`config.mk`:
```
export PLATFORM = sky130hd
export DESIGN_NAME = mem_sweep_tester
export DESIGN_NICKNAME = d
export VERILOG_FILES = /design/src/rtl/mst_pkg.sv /design/src/rtl/mst_seq.sv /design/src/rtl/mst_rd_pipe.sv /design/src/rtl/mst_cmp.sv /design/src/rtl/mem_sweep_tester.sv
export SDC_FILE = /design/constraint.sdc
export NUM_CORES = 1
export LEC_CHECK = 0
export BUFFER_PORTS_ARGS = -buffer_cell sky130_fd_sc_hd__buf_2
export CAP_MARGIN = 0
export CORE_AREA = 2 2 113 115
export DETAILED_ROUTE_END_ITERATION = 6
export DIE_AREA = 0 0 115 117
export PLACE_DENSITY_LB_ADDON = 0.1
export SLEW_MARGIN = 20
export SYNTH_ARGS = -nofsm -noshare
export SYNTH_HDL_FRONTEND = slang
export SYNTH_SLANG_ARGS = --single-unit
```
`constraint.sdc`:
```
create_clock -name clk -period 3.95 [get_ports clk]
set_input_delay 0.5925 -clock clk [delete_from_list [all_inputs] [get_ports clk]]
set_output_delay 0.5925 -clock clk [all_outputs]
set_load 0.02 [all_outputs]
```
`src/rtl/mst_pkg.sv`:
```
package mst_pkg;
  typedef enum logic [2:0] {
    ST_IDLE,
    ST_WRITE,
    ST_READ,
    ST_DRAIN,
    ST_DONE
  } mst_state_e;
endpackage

```
`src/rtl/mst_seq.sv`:
```
module mst_seq
  import mst_pkg::*;
#(
  parameter int ADDR_W = 16,
  parameter int CNT_W  = ADDR_W + 1
) (
  input  logic              clk,
  input  logic              rst,
  input  logic              start,
  input  logic              bus_ok,
  input  logic [ADDR_W-1:0] base_addr,
  input  logic [CNT_W-1:0]  word_count,
  input  logic              fail_seen,
  input  logic              pipe_busy,
  output logic              launch,
  output logic              wr_go,
  output logic              rd_go,
  output logic [ADDR_W-1:0] cur_addr,
  output logic [CNT_W-1:0]  cur_idx,
  output logic              busy,
  output logic              done
);
  localparam logic [CNT_W-1:0] ONE_C = CNT_W'(1);

  mst_state_e        state;
  logic [CNT_W-1:0]  idx;
  logic [CNT_W-1:0]  cnt_q;
  logic [ADDR_W-1:0] base_q;
  logic              last;

  assign last     = (idx == cnt_q - ONE_C);
  assign launch   = start && bus_ok && (state == ST_IDLE || state == ST_DONE);
  assign wr_go    = (state == ST_WRITE);
  assign rd_go    = (state == ST_READ) && !fail_seen;
  assign cur_addr = base_q + idx[ADDR_W-1:0];
  assign cur_idx  = idx;
  assign busy     = (state == ST_WRITE) || (state == ST_READ) || (state == ST_DRAIN);

  always_ff @(posedge clk) begin
    if (rst) begin
      state  <= ST_IDLE;
      idx    <= '0;
      cnt_q  <= '0;
      base_q <= '0;
      done   <= 1'b0;
    end else begin
      case (state)
        ST_IDLE, ST_DONE: begin
          if (launch) begin
            base_q <= base_addr;
            cnt_q  <= word_count;
            idx    <= '0;
            done   <= 1'b0;
            state  <= (word_count == '0) ? ST_DRAIN : ST_WRITE;
          end
        end
        ST_WRITE: begin
          if (last) begin
            idx   <= '0;
            state <= ST_READ;
          end else begin
            idx <= idx + ONE_C;
          end
        end
        ST_READ: begin
          if (fail_seen || last) state <= ST_DRAIN;
          else                   idx   <= idx + ONE_C;
        end
        ST_DRAIN: begin
          if (!pipe_busy) begin
            state <= ST_DONE;
            done  <= 1'b1;
          end
        end
        default: state <= ST_IDLE;
      endcase
    end
  end
endmodule

```
`src/rtl/mst_rd_pipe.sv`:
```
module mst_rd_pipe #(
  parameter int LAT    = 1,
  parameter int ADDR_W = 16,
  parameter int DATA_W = 8
) (
  input  logic              clk,
  input  logic              rst,
  input  logic              in_vld,
  input  logic [ADDR_W-1:0] in_addr,
  input  logic [DATA_W-1:0] in_exp,
  output logic              out_vld,
  output logic [ADDR_W-1:0] out_addr,
  output logic [DATA_W-1:0] out_exp,
  output logic              any_vld
);
  localparam int STAGES = LAT + 1;

  logic [STAGES-1:0] vld;
  logic [ADDR_W-1:0] addr_s [STAGES];
  logic [DATA_W-1:0] exp_s  [STAGES];

  for (genvar g = 0; g < STAGES; g++) begin : g_stage
    if (g == 0) begin : g_head
      always_ff @(posedge clk) begin
        if (rst) vld[0] <= 1'b0;
        else     vld[0] <= in_vld;
        addr_s[0] <= in_addr;
        exp_s[0]  <= in_exp;
      end
    end else begin : g_tail
      always_ff @(posedge clk) begin
        if (rst) vld[g] <= 1'b0;
        else     vld[g] <= vld[g-1];
        addr_s[g] <= addr_s[g-1];
        exp_s[g]  <= exp_s[g-1];
      end
    end
  end

  assign out_vld  = vld[STAGES-1];
  assign out_addr = addr_s[STAGES-1];
  assign out_exp  = exp_s[STAGES-1];
  assign any_vld  = |vld;
endmodule

```
`src/rtl/mst_cmp.sv`:
```
module mst_cmp #(
  parameter int ADDR_W = 16,
  parameter int DATA_W = 8
) (
  input  logic              clk,
  input  logic              rst,
  input  logic              clear,
  input  logic              chk_vld,
  input  logic [ADDR_W-1:0] chk_addr,
  input  logic [DATA_W-1:0] chk_exp,
  input  logic [DATA_W-1:0] rdata,
  output logic              fail,
  output logic [ADDR_W-1:0] fail_addr,
  output logic [DATA_W-1:0] exp_data,
  output logic [DATA_W-1:0] obs_data
);
  always_ff @(posedge clk) begin
    if (rst || clear) begin
      fail      <= 1'b0;
      fail_addr <= '0;
      exp_data  <= '0;
      obs_data  <= '0;
    end else if (chk_vld && !fail && (rdata != chk_exp)) begin
      fail      <= 1'b1;
      fail_addr <= chk_addr;
      exp_data  <= chk_exp;
      obs_data  <= rdata;
    end
  end
endmodule

```
`src/rtl/mem_sweep_tester.sv`:
```
module mem_sweep_tester #(
  parameter int ADDR_W = 16,
  parameter int DATA_W = 8,
  parameter int RD_LAT = 1
) (
  input  logic              clk,
  input  logic              rst,
  input  logic              start,
  input  logic              bus_ok,
  input  logic [ADDR_W-1:0] base_addr,
  input  logic [ADDR_W:0]   word_count,
  output logic [ADDR_W-1:0] mem_addr,
  output logic [DATA_W-1:0] mem_wdata,
  output logic              mem_we,
  output logic              mem_re,
  input  logic [DATA_W-1:0] mem_rdata,
  output logic              busy,
  output logic              done,
  output logic              fail,
  output logic [ADDR_W-1:0] fail_addr,
  output logic [DATA_W-1:0] exp_data,
  output logic [DATA_W-1:0] obs_data
);
  localparam int CNT_W = ADDR_W + 1;

  logic              launch, wr_go, rd_go, pipe_busy;
  logic [ADDR_W-1:0] cur_addr;
  logic [CNT_W-1:0]  cur_idx;
  logic [DATA_W-1:0] pat;
  logic              chk_vld;
  logic [ADDR_W-1:0] chk_addr;
  logic [DATA_W-1:0] chk_exp;

  assign pat = DATA_W'(cur_idx + CNT_W'(1));

  mst_seq #(.ADDR_W(ADDR_W), .CNT_W(CNT_W)) u_seq (
    .clk(clk), .rst(rst), .start(start), .bus_ok(bus_ok),
    .base_addr(base_addr), .word_count(word_count),
    .fail_seen(fail), .pipe_busy(pipe_busy),
    .launch(launch), .wr_go(wr_go), .rd_go(rd_go),
    .cur_addr(cur_addr), .cur_idx(cur_idx), .busy(busy), .done(done)
  );

  always_ff @(posedge clk) begin
    if (rst) begin
      mem_we    <= 1'b0;
      mem_re    <= 1'b0;
      mem_addr  <= '0;
      mem_wdata <= '0;
    end else begin
      mem_we <= wr_go;
      mem_re <= rd_go;
      if (wr_go || rd_go) mem_addr  <= cur_addr;
      if (wr_go)          mem_wdata <= pat;
    end
  end

  mst_rd_pipe #(.LAT(RD_LAT), .ADDR_W(ADDR_W), .DATA_W(DATA_W)) u_pipe (
    .clk(clk), .rst(rst), .in_vld(rd_go), .in_addr(cur_addr), .in_exp(pat),
    .out_vld(chk_vld), .out_addr(chk_addr), .out_exp(chk_exp), .any_vld(pipe_busy)
  );

  mst_cmp #(.ADDR_W(ADDR_W), .DATA_W(DATA_W)) u_cmp (
    .clk(clk), .rst(rst), .clear(launch),
    .chk_vld(chk_vld), .chk_addr(chk_addr), .chk_exp(chk_exp), .rdata(mem_rdata),
    .fail(fail), .fail_addr(fail_addr), .exp_data(exp_data), .obs_data(obs_data)
  );
endmodule

```
==> run summary, run 1 <==
The max-slew violation total from the final report was 0. The shortest clock period the worst path allows after layout is 3.16 ns, and the count of endpoints failing hold in the final timing report is 0. The fill cell instance count of the final layout is 1053. Summing every instance area after synthesis gives 6680 um^2.

The flow ran to the end, and the final reports show no timing, DRC or antenna violations. The areal power density over the cells is 683 nW/um^2, and the largest net degree at the start of global routing is 69. The number of global-route vias before repair was 5177. The setup slack of the worst register-to-register path is 0.79 ns, and the DRC violation count after routing is 0. Adding up every negative setup slack in the final design gives 0 ns. Leftover overflow at the end of global routing: 0. Registers take 3240 um^2. The number of vias in the routed layout is 5434, and the power consumption is 5.42 mW. Measured on the finished design, the core utilization comes to 64.5%. The die span in y was 117 um; the number of routed nets with antenna violations was 0. The library cell used most frequently in the layout, excluding fill and tap cells, is dfxtp_1. The tree is rooted in a clkbuf_16. Of all flip-flops after synthesis, the portion carrying an async set or reset was 0%. The number of cell instances on the worst register-to-register path was 10.

Sequential cells were found to cover 48.6% of the synthesized design area. Across the run, the number of max-cap violations was 0. The first global-routing pass estimated 24700 um of wire. TritonCTS built the clock tree. STA puts the critical path data arrival time at 3.48 ns. The finished cells cover 7940 um^2. The post-place setup slack was 0.861 ns. STA classifies the critical path endpoint as a flip-flop. The analysis attributes to cell leakage a power of 3.36 nW. The critical path buffer and inverter count came out at 1.

The analysis attributes to net switching a power of 1.82 mW. The class of the tightest hold or removal check is flip-flop to flip-flop. From synthesis to final layout, the design area changed by 18.8%.

The number of antenna violations at the first check in global routing came out at 0. In this run, CTS created clock tree buffers numbering 17. A synthesized cell averages 8.93 um^2. The deepest clock path buffer count is 2, and the cell area after placement is 7280 um^2. In this run the horizontal extent of the chip is 115 um. The critical path launch point is u_seq.cnt_q[0]. Initial cell density of the core: 54.2%. The critical-path cell with the highest stage delay was or4b_2. In this design, the stage delay of the slowest critical-path cell is 0.63 ns.

Post-CTS timing repair inserted 0 buffers for setup. For the pin with the worst max-slew slack, the measured transition is 0.772 ns. The site row count was 41. Across all setup checks in the final design, the least slack found is 0.788 ns. Setup repair after global routing left no endpoint under its margin. The logs give 903 for the net count reported at finish and 258 for the detailed router's first-iteration violation count. Counting tap cells, the placed design contains a total of 970 instances. In this run, post-CTS repair resized a total of 0 instances. The critical path ends at u_seq.cur_idx[11]. The worst clock skew is 0.00644 ns. The CTS sink count was 162; the number of primary I/O pins was 106. In this design, the critical path's most frequently occurring cell is nand2_1.

The share of the clock period used by the worst path is 80.1%. Clock-pin slew was measured on the worst setup and hold paths at 0.07 ns. For this run, the top clock speed supported by timing is 316 MHz. The run gives 1001 as the post-route non-filler standard cell count. Kind of start point of the critical path: a flip-flop.

The tools report the number of detailed-route iterations in the first pass as 4. For the worst-skew pair, the clock arrives at the later sink with an insertion delay of 0.42 ns. The critical path goes through inv_1 > ha_1 > nor3b_1 > nand2_1 > or4b_2 > a2bb2oi_1 > and4bb_4 > a21o_1 > or4_1 > nand2_1.

The tightest hold path in the finished design has a slack of 0.322 ns. The overall track demand over capacity in global routing was 23.4%; the fraction of power spent switching nets was 33.7%. Combinational logic is responsible for 27.8% of the overall power. The average via count per standard cell was 5.43; the critical path data required time was 4.26 ns. Summed over all nets, the half-perimeter wirelength after detailed placement is 10900 um. For the die area, the log shows 13500 um^2. The share of total power in sequential cells was 39.7%; the proportion of power drawn by the clock network was 32.5%. The tools report the internal power component as 3.60 mW.

The number of nets in the synthesized netlist came out at 811. The kind of cell adding the most delay to the critical path is simple AND/OR/NAND/NOR gates. The tools report the reg-to-reg endpoint as u_seq.cur_idx[11]. In this run the standard cell core region covers 12300 um^2. 0 antenna diodes ended up in the layout.

During placement, the flow inserted port buffers numbering 105. The critical path runs through a total of 10 cells. During synthesis, Yosys emitted a total of 0 warnings. The number of synthesized register bits was 162. Critical path class: flip-flop to flip-flop. The number of cells produced by synthesis was 748; the share of final-layout standard cells stronger than drive strength 1 was 17.9%. Leaving out fill and tap cells, the most frequent cells in the layout are dfxtp_1, nand2_1, buf_2, a21oi_1, nor2_1. In this run the tightest slew margin relative to its limit is 48.2%. In the synthesized netlist the dominant register cell turns out to be dfxtp_1. The total of endpoints with negative setup slack in the final report came out at 0. Across the VDD grid, the largest voltage drop is 0.000309 V.

CTS built an H-tree with a depth of 4. In the final layout, the multi-input gates occupy 3240 um^2. The tools report the global placer's final weighted congestion as 0.893.

The startpoint identified for the worst register-to-register timing path is u_seq.cnt_q[0]. The peak fanout along the critical path works out to 17. The hold-fix buffer count after cts was 0; the total wire length was 15100 um. The per-cell routed wire length came out at 15.1 um. Counting distinct cell types in the post-synthesis netlist gives 58. In this run, synthesis inferred 0 flip-flops with an integrated enable.
[worst min-delay path by stage]
stage                   startpoint             endpoint  cells after the start  slack [ns]
6_report        u_pipe.exp_s[0][2]  u_pipe.exp_s[0][10]                      0        0.32
5_1_grt        u_pipe.addr_s[0][4]  u_pipe.addr_s[1][4]                      0        0.33
4_1_cts         u_pipe.exp_s[0][2]  u_pipe.exp_s[0][10]                      0        0.32
3_5_place_dp    u_pipe.exp_s[0][0]   u_pipe.exp_s[0][8]                      0        0.31
3_3_place_gp   u_pipe.addr_s[0][9]  u_pipe.addr_s[1][9]                      0        0.31
2_1_floorplan  u_pipe.addr_s[0][0]  u_pipe.addr_s[1][0]                      0        0.31
[registers in the layout (all words and copies together), names as in the netlist, 3 cells and up]
register,cells
u_seq.base_q,16
mem_addr,16
u_pipe.exp_s,16
u_cmp.fail_addr,16
u_pipe.addr_s,32
u_cmp.obs_data,8
u_cmp.exp_data,8
u_seq.cur_idx,17
u_seq.cnt_q,17
mem_wdata,8
u_seq.state,3
[synth_stat cells (all sizes together) (6+ instances only)]
cell type  number  area share (%)
nor4            9             1.1
and3            6            0.56
nand3          20             1.5
o21ai          19             1.4
ha             17             3.2
o211ai          9             1.0
nor2b          11             1.0
dfxtp         162              49
or4            10             1.2
clkbuf         34             1.9
a21oi          76             5.7
nor2           69             3.9
nand4           8            0.75
xor2            9             1.2
nand2         116             6.5
nor3           20             1.5
or3            12             1.1
xnor2          37             4.9
mux2i          34             5.1
inv            14            0.79
[routing by layer]
metal  wire length [um]  up-vias  track usage, %
met5                  0        -               0
met4                224        0            8.92
met3                595       20            4.74
met2               7120      113            39.7
met1               7150     2540            29.5
li1                   -     2761               -
[area by class of cell]
type	count	area share [%]
Inverter	14	0.662
Tap cell	150	2.36
Clock buffer	18	5.53
Timing Repair Buffer	110	7.25
Clock inverter	12	2.46
Sequential cell	162	40.9
Multi-Input combinational cell	535	40.9
[power by group through the flow]
stage	Clock, mW	Combinational [mW]	Sequential [mW]
6_report	1.76	1.51	2.15
3_5_place_dp	0	1.50	2.19
5_1_grt	1.85	1.69	2.19
3_3_place_gp	0	1.46	2.17
2_1_floorplan	0	1.11	2.19
4_1_cts	1.78	1.51	2.15
[cell families (layout without fill, tap and decap cells)]
kind of cell | count (synthesis) | in the layout | synth area share (%)
buffers and inverters | 51 | 154 | 3.05
muxes | 34 | 34 | 5.10
DFF | 162 | 162 | 48.6
and+or+nand+nor | 304 | 304 | 22.0
adders and majority gates | 18 | 18 | 3.48
AOI/OAI and AO/OA | 133 | 133 | 11.8
xor gates and xnor gates | 46 | 46 | 6.03
(Power assumes the default switching activity.)
==> inputs of run 2 (changes only) <==
==> constraint.sdc (replaced) <==
create_clock -name clk -period 3.2 [get_ports clk]
set_input_delay 0.48 -clock clk [delete_from_list [all_inputs] [get_ports clk]]
set_output_delay 0.48 -clock clk [all_outputs]
set_load 0.02 [all_outputs]
==> run 2 against run 1 <==
  * Register-to-register slack lost 0.61 ns
  * Critical endpoint is now u_seq.cur_idx[12]
  * Total power up 20%
  * Largest power group unchanged
  * Clock power increased by 9.7%
  * Global-route usage up 0.14 points
  * Cell count up 0.80%
  * Count of clock-buffer cells in the layout grew 1
  * Highest routed layer unchanged
==> run summary, run 2 (synthesized netlist as in run 1, its figures left out) <==
The flow ran to the end, and the final reports show no timing, DRC or antenna violations. The per-cell routed wire length is 15.0 um (was 15.1 um), and the final core utilization is 64.3% (was 64.5%). The run gives 5092 (was 5177) as the number of global-route vias before repair. The tools report the detailed router's first-iteration violation count as 288 (was 258). The worst clock skew was 0.00617 ns (was 0.00644 ns); the leakage power figure was 3.36 nW (about the same). The count of endpoints failing hold in the final timing report is 0 (unchanged). Kind of start point of the critical path: a flip-flop (unchanged). Die span in y: 117 um (unchanged).

The global placer's final weighted congestion came out at 0.879 (was 0.893). The logs give 0.000333 V (was 0.000309 V) for the maximum VDD drop and 7920 um^2 (was 7940 um^2) for the cell area after layout. The total of endpoints with negative setup slack in the final report is 0 (unchanged). The endpoint arrival time on the critical path was 3.39 ns (was 3.48 ns); the post-CTS setup buffer count was 0 (unchanged).

The post-synthesis to final-layout area growth was 18.5% (was 18.8%). The logs give 54.2% (unchanged) for the initial cell density of the core and 0 (unchanged) for the DRC violation count after routing. The power consumption was 6.48 mW (was 5.42 mW); the cell area after placement was 7340 um^2 (was 7280 um^2).

Commonest non-fill, non-tap cells in the layout: dfxtp_1, nand2_1, buf_2, a21oi_1, nor2_1 (unchanged). The class of the tightest hold or removal check is input pin to flip-flop (was flip-flop to flip-flop). The areal power density over the cells works out to 819 nW/um^2 (was 683 nW/um^2).

The leading cell type in the layout, fill and taps excluded is dfxtp_1 (unchanged). The leftover overflow at the end of global routing was 0 (unchanged); the total wire length was 15100 um (about the same). The share of final-layout standard cells stronger than drive strength 1 came out at 18.6% (was 17.9%). TritonCTS built the clock tree. The run gives 12300 um^2 (unchanged) as the area of the placeable core. For the total number of H-tree levels, the log shows 4 (unchanged). The tools report the clock insertion delay at the later pin of the skew report as 0.42 ns (about the same).

The cell chosen for the clock root is clkbuf_16 (unchanged). The placed instance count was 978 (was 970); the number of routed nets with antenna violations was 0 (unchanged). Flip-flop count of the largest register after layout: 32 (unchanged). Startpoint of the tightest hold check path: base_addr[9] (was u_pipe.exp_s[0][2]). The average via count per standard cell works out to 5.39 (was 5.43). The overall track demand over capacity in global routing was 23.5% (was 23.4%); the final hold slack was 0.295 ns (was 0.322 ns). The critical path data required time is 3.56 ns (was 4.26 ns). The max-slew violation total from the final report was 0 (unchanged); the number of vias in the routed layout was 5434 (unchanged). The number of primary I/O pins is 106 (unchanged). The clock-pin slew of the registers on the worst-case setup and hold paths was 0.06 ns (was 0.07 ns); the post-place setup slack was 0.197 ns (was 0.861 ns). The run gives 162 (unchanged) as the CTS sink count.

Setup repair after global routing left no endpoint under its margin. The peak fanout along the critical path is 32 (was 17), and the number of detailed-route iterations in the first pass is 4 (unchanged). For the post-route non-filler standard cell count, the log shows 1009 (was 1001). The critical path class is flip-flop to flip-flop (unchanged). The share of the clock period used by the worst path works out to 94.6% (was 80.1%). The max-capacitance violation count is 0 (unchanged), and the quantity of I/O buffers inserted on ports is 105 (unchanged). Die area: 13500 um^2 (unchanged). For the site row count, the log shows 41 (unchanged). The detailed placer's ending HPWL is 11300 um (was 10900 um), and the smallest setup slack after layout is 0.174 ns (was 0.788 ns). The logs give 0 (unchanged) for the count of inserted antenna diode cells and 36 (was 69) for the largest net degree at the start of global routing. The capturing element type of the critical path was a flip-flop (unchanged). For the global-route wire length before repair, the log shows 24500 um (was 24700 um). The slew of the pin with the lowest slew margin works out to 0.727 ns (was 0.772 ns). The shortest clock period the worst path allows after layout is 3.03 ns (was 3.16 ns).

The logs give 0 (unchanged) for the number of antenna violations at the first check in global routing and 330 MHz (was 316 MHz) for the highest achievable clock rate. The deepest clock path buffer count came out at 2 (unchanged). The reg-to-reg startpoint is u_seq.cnt_q[6] (was u_seq.cnt_q[0]). The headroom to the max-slew limit was 51.3% (was 48.2%).

Register with the most flip-flops: u_pipe.addr_s (unchanged). Final sum of negative setup slack: 0 ns (unchanged). The net count reported at finish came out at 910 (was 903). The overall die width was 115 um (unchanged). The tools report the critical path launch point as u_seq.cnt_q[6] (was u_seq.cnt_q[0]). For the total clock buffers created by CTS, the log shows 17 (unchanged).
## run 2: cell count changes in the layout (fill, tap and decap cells not counted), sizes merged
cell,delta
clkinvlp,+2
clkinv,+2
clkbuf,+1
bufinv,-3
inv,-1
buf,+7
## run 2: layer usage
layer  GRT usage (%)  up-vias  share of wire (%)
met2            39.1      104                 48
li1                -     2787                  -
met3            4.58       11                4.3
met1            30.6     2532                 47
met5               0        -                  0
met4            8.76        0               0.82
## run 2: timing repair
| action | in CTS | in global routing |
|---|---|---|
| setup endpoints to repair | 0 | 15 |
| hold buffers | 0 | 0 |
| gates resized for setup | 0 | 1 |
## run 2: final timing paths
path                               to  slack, ns  depth (start not counted)
setup / recovery    u_seq.cur_idx[12]       0.17                          8
hold / removal        u_seq.base_q[9]       0.29                          3
setup reg to reg    u_seq.cur_idx[12]       0.17                          8
hold reg to reg   u_pipe.addr_s[1][2]       0.32                          0
## run 2: power by group
group | switching, mW | internal [mW] | total [mW] | leakage (nW)
logic | 1.16 | 0.752 | 1.91 | 1.77
registers | 0.257 | 2.39 | 2.65 | 1.32
clock network | 0.822 | 1.11 | 1.93 | 0.274
total | 2.24 | 4.25 | 6.48 | 3.36
## run 2: worst max-delay path: stages, from the launching register on
cell and delay [ns]:
dfxtp_1 0.39, or4_4 0.57, or4_4 0.54, o21a_1 0.20
a2bb2oi_1 0.13, and4bb_4 0.22, o21a_4 0.31, or4_1 0.50
nand2_1 0.09
## run 2: layout make-up
class                   count  area (um^2)
fillers                  1032         4400
multi-input cells         535         3250
flip-flops and latches    162         3240
repair buffers            117          616
clock buffers              19          443
well taps                 150          188
clock inverters            12          125
inverters                  14         52.6
==> inputs of run 3 (changes only) <==
--- a/config.mk
+++ b/config.mk
@@ -11,6 +11,7 @@
 export DETAILED_ROUTE_END_ITERATION = 6
 export DIE_AREA = 0 0 115 117
 export PLACE_DENSITY_LB_ADDON = 0.1
+export RECOVER_POWER = 100
 export SLEW_MARGIN = 20
 export SYNTH_ARGS = -nofsm -noshare
 export SYNTH_HDL_FRONTEND = slang
==> run 3 against run 2 <==
  * The flow now finishes with violations (capacitance limit, slew limit)
  * Total power is 0.35% lower
  * First-iteration DRC count is 9.0% higher
  * Sequential share of layout area is 0.46 points higher
  * Global-route usage stayed put
  * Clock power hardly changed
==> run summary, run 3 (synthesized netlist as in run 1, its figures left out) <==
The run gives 4 (unchanged) as the total number of H-tree levels. The number of global-route vias before repair is 5092 (unchanged). The total of endpoints with negative setup slack in the final report is 0 (unchanged).

The run gives 0 (unchanged) as the number of antenna violations at the first check in global routing. The count of endpoints failing hold in the final timing report is 0 (unchanged). Commonest non-fill, non-tap cells in the layout: dfxtp_1, nand2_1, a21oi_1, nor2_1, clkbuf_1 (was dfxtp_1, nand2_1, buf_2, a21oi_1, nor2_1).

Per-cell routed wire length: 15.1 um (was 15.0 um). Setup repair after global routing left no endpoint under its margin. Number of vias in the routed layout: 5479 (was 5434).

The critical path data required time is 3.57 ns (was 3.56 ns), and the area of the placeable core is 12300 um^2 (unchanged). The kind of start point of the critical path was a flip-flop (unchanged). The final hold slack was 0.285 ns (was 0.295 ns). The critical path class was flip-flop to flip-flop (unchanged). The count of inserted antenna diode cells was 0 (unchanged); the headroom to the max-slew limit was -5.48% (was 51.3%). The logs give 0.000333 V (about the same) for the maximum VDD drop and 54.2% (unchanged) for the initial cell density of the core. The hold-fix buffer count after cts was 0 (unchanged); the share of final-layout standard cells stronger than drive strength 1 was 11.1% (was 18.6%). The net count reported at finish came out at 910 (unchanged).

The average via count per standard cell is 5.43 (was 5.39). The number of primary I/O pins was 106 (unchanged). The CTS sink count came out at 162 (unchanged).

The flow ran to the end, but the final reports show violations. The share of the clock period used by the worst path is 94.4% (was 94.6%), and the quantity of gates resized following cts is 0 (unchanged). The site row count was 41 (unchanged).

The die span in y was 117 um (unchanged); the fill cell instance count of the final layout was 1081 (was 1032). The endpoint arrival time on the critical path was 3.39 ns (about the same). The leftover overflow at the end of global routing is 0 (unchanged), and the post-route non-filler standard cell count is 1009 (unchanged).

The placed instance count is 978 (unchanged), and the die area is 13500 um^2 (unchanged). The largest net degree at the start of global routing is 36 (unchanged). The total clock buffers created by CTS is 17 (unchanged), and the flip-flop count of the largest register after layout is 32 (unchanged).

The max-slew violation total from the final report was 71 (was 0). The shortest clock period the worst path allows after layout is 3.02 ns (was 3.03 ns), and the detailed placer's ending HPWL is 11300 um (unchanged). The post-CTS setup buffer count was 0 (unchanged); the peak per-stage delay on the critical path was 0.57 ns (about the same). The post-synthesis to final-layout area growth works out to 17.2% (was 18.5%).

The quantity of I/O buffers inserted on ports came out at 105 (unchanged). For the number of routed nets with antenna violations, the log shows 0 (unchanged). The run gives 7830 um^2 (was 7920 um^2) as the cell area after layout.

The clock-pin slew of the registers on the worst-case setup and hold paths was 0.06 ns (about the same). The detailed router's first-iteration violation count is 314 (was 288). Highest achievable clock rate: 331 MHz (was 330 MHz). The smallest setup slack after layout was 0.180 ns (was 0.174 ns); the cell area after placement was 7340 um^2 (unchanged).

The leading cell type in the layout, fill and taps excluded is dfxtp_1 (unchanged). The overall die width is 115 um (unchanged), and the deepest clock path buffer count is 2 (unchanged). The most frequent cell on the critical path was or4_4 (unchanged). Peak fanout along the critical path: 32 (unchanged).

The total wire length is 15200 um (was 15100 um). For the global placer's final weighted congestion, the log shows 0.879 (unchanged). The tools report the capturing element type of the critical path as a flip-flop (unchanged). The run gives 0.43 ns (was 0.42 ns) as the clock insertion delay at the later pin of the skew report. The overall track demand over capacity in global routing was 23.5% (unchanged); the post-place setup slack was 0.197 ns (unchanged).

The tools report the final sum of negative setup slack as 0 ns (unchanged). The register with the most flip-flops was u_pipe.addr_s (unchanged). The areal power density over the cells is 826 nW/um^2 (was 819 nW/um^2), and the number of detailed-route iterations in the first pass is 5 (was 4). Worst clock skew: 0.0120 ns (was 0.00617 ns). Critical-path cell with the highest stage delay: or4_4 (unchanged). The checks that failed: capacitance limit, slew limit. The max-capacitance violation count was 2 (was 0); the leakage power figure was 3.08 nW (was 3.36 nW).

CP cell instances: or4_4 > or4_4 > o21a_1 > a2bb2oi_1 > and4bb_4 > o21a_4 > or4_1 > nand2_1 (unchanged). The slew of the pin with the lowest slew margin works out to 1.58 ns (was 0.727 ns). The tools report the global-route wire length before repair as 24500 um (unchanged).

TritonCTS built the clock tree. The cell chosen for the clock root is clkbuf_16 (unchanged). DRC violation count after routing: 0 (unchanged). The class of the tightest hold or removal check is input pin to flip-flop (unchanged).
-- run 3: changes by cell type in the layout (fill, tap and decap cells not counted), sizes merged --
cell    change
buf        -65
clkbuf     +65
-- run 3: per-stage QoR --
stage	util, %	power (mW)
5_1_grt	63.6	6.88
4_1_cts	64.3	6.54
6_report	63.6	6.46
3_3_place_gp	59.6	4.53
2_1_floorplan	-	4.07
3_5_place_dp	59.6	4.59
-- run 3: worst max-delay path: cells and delay by family, from the launching register on --
kind	cells	cell delay, ns
simple gates	5	1.91
flops	1	0.39
compound gates	3	0.64
-- run 3: area by class of cell --
class,instances,area (um^2),share of cell area (%)
Timing Repair Buffer,117,527,6.73
Clock inverter,12,125,1.60
Clock buffer,19,443,5.66
Multi-Input combinational cell,535,3250,41.5
Tap cell,150,188,2.40
Inverter,14,52.6,0.671
Sequential cell,162,3240,41.4
-- run 3: worst paths after layout --
kind / start / endpoint / slack [ns] / depth (start not counted)
setup / recovery: u_seq.cnt_q[6] / u_seq.cur_idx[12] / 0.18 / 8
hold / removal: base_addr[9] / u_seq.base_q[9] / 0.28 / 3
hold reg to reg: u_pipe.addr_s[0][2] / u_pipe.addr_s[1][2] / 0.32 / 0
setup reg to reg: u_seq.cnt_q[6] / u_seq.cur_idx[12] / 0.18 / 8
-- run 3: report_power, final --
group	leakage [nW]	internal, mW	total, mW	switching (mW)
Combinational	1.49	0.718	1.88	1.16
Sequential	1.32	2.39	2.65	0.262
Clock	0.274	1.11	1.93	0.828
-- run 3: routing by layer --
layer  wire [um]  global-route usage, %
met1        7200                   30.6
met2        7200                   39.1
met3         609                   4.58
met4         236                   8.76
met5           0                      0
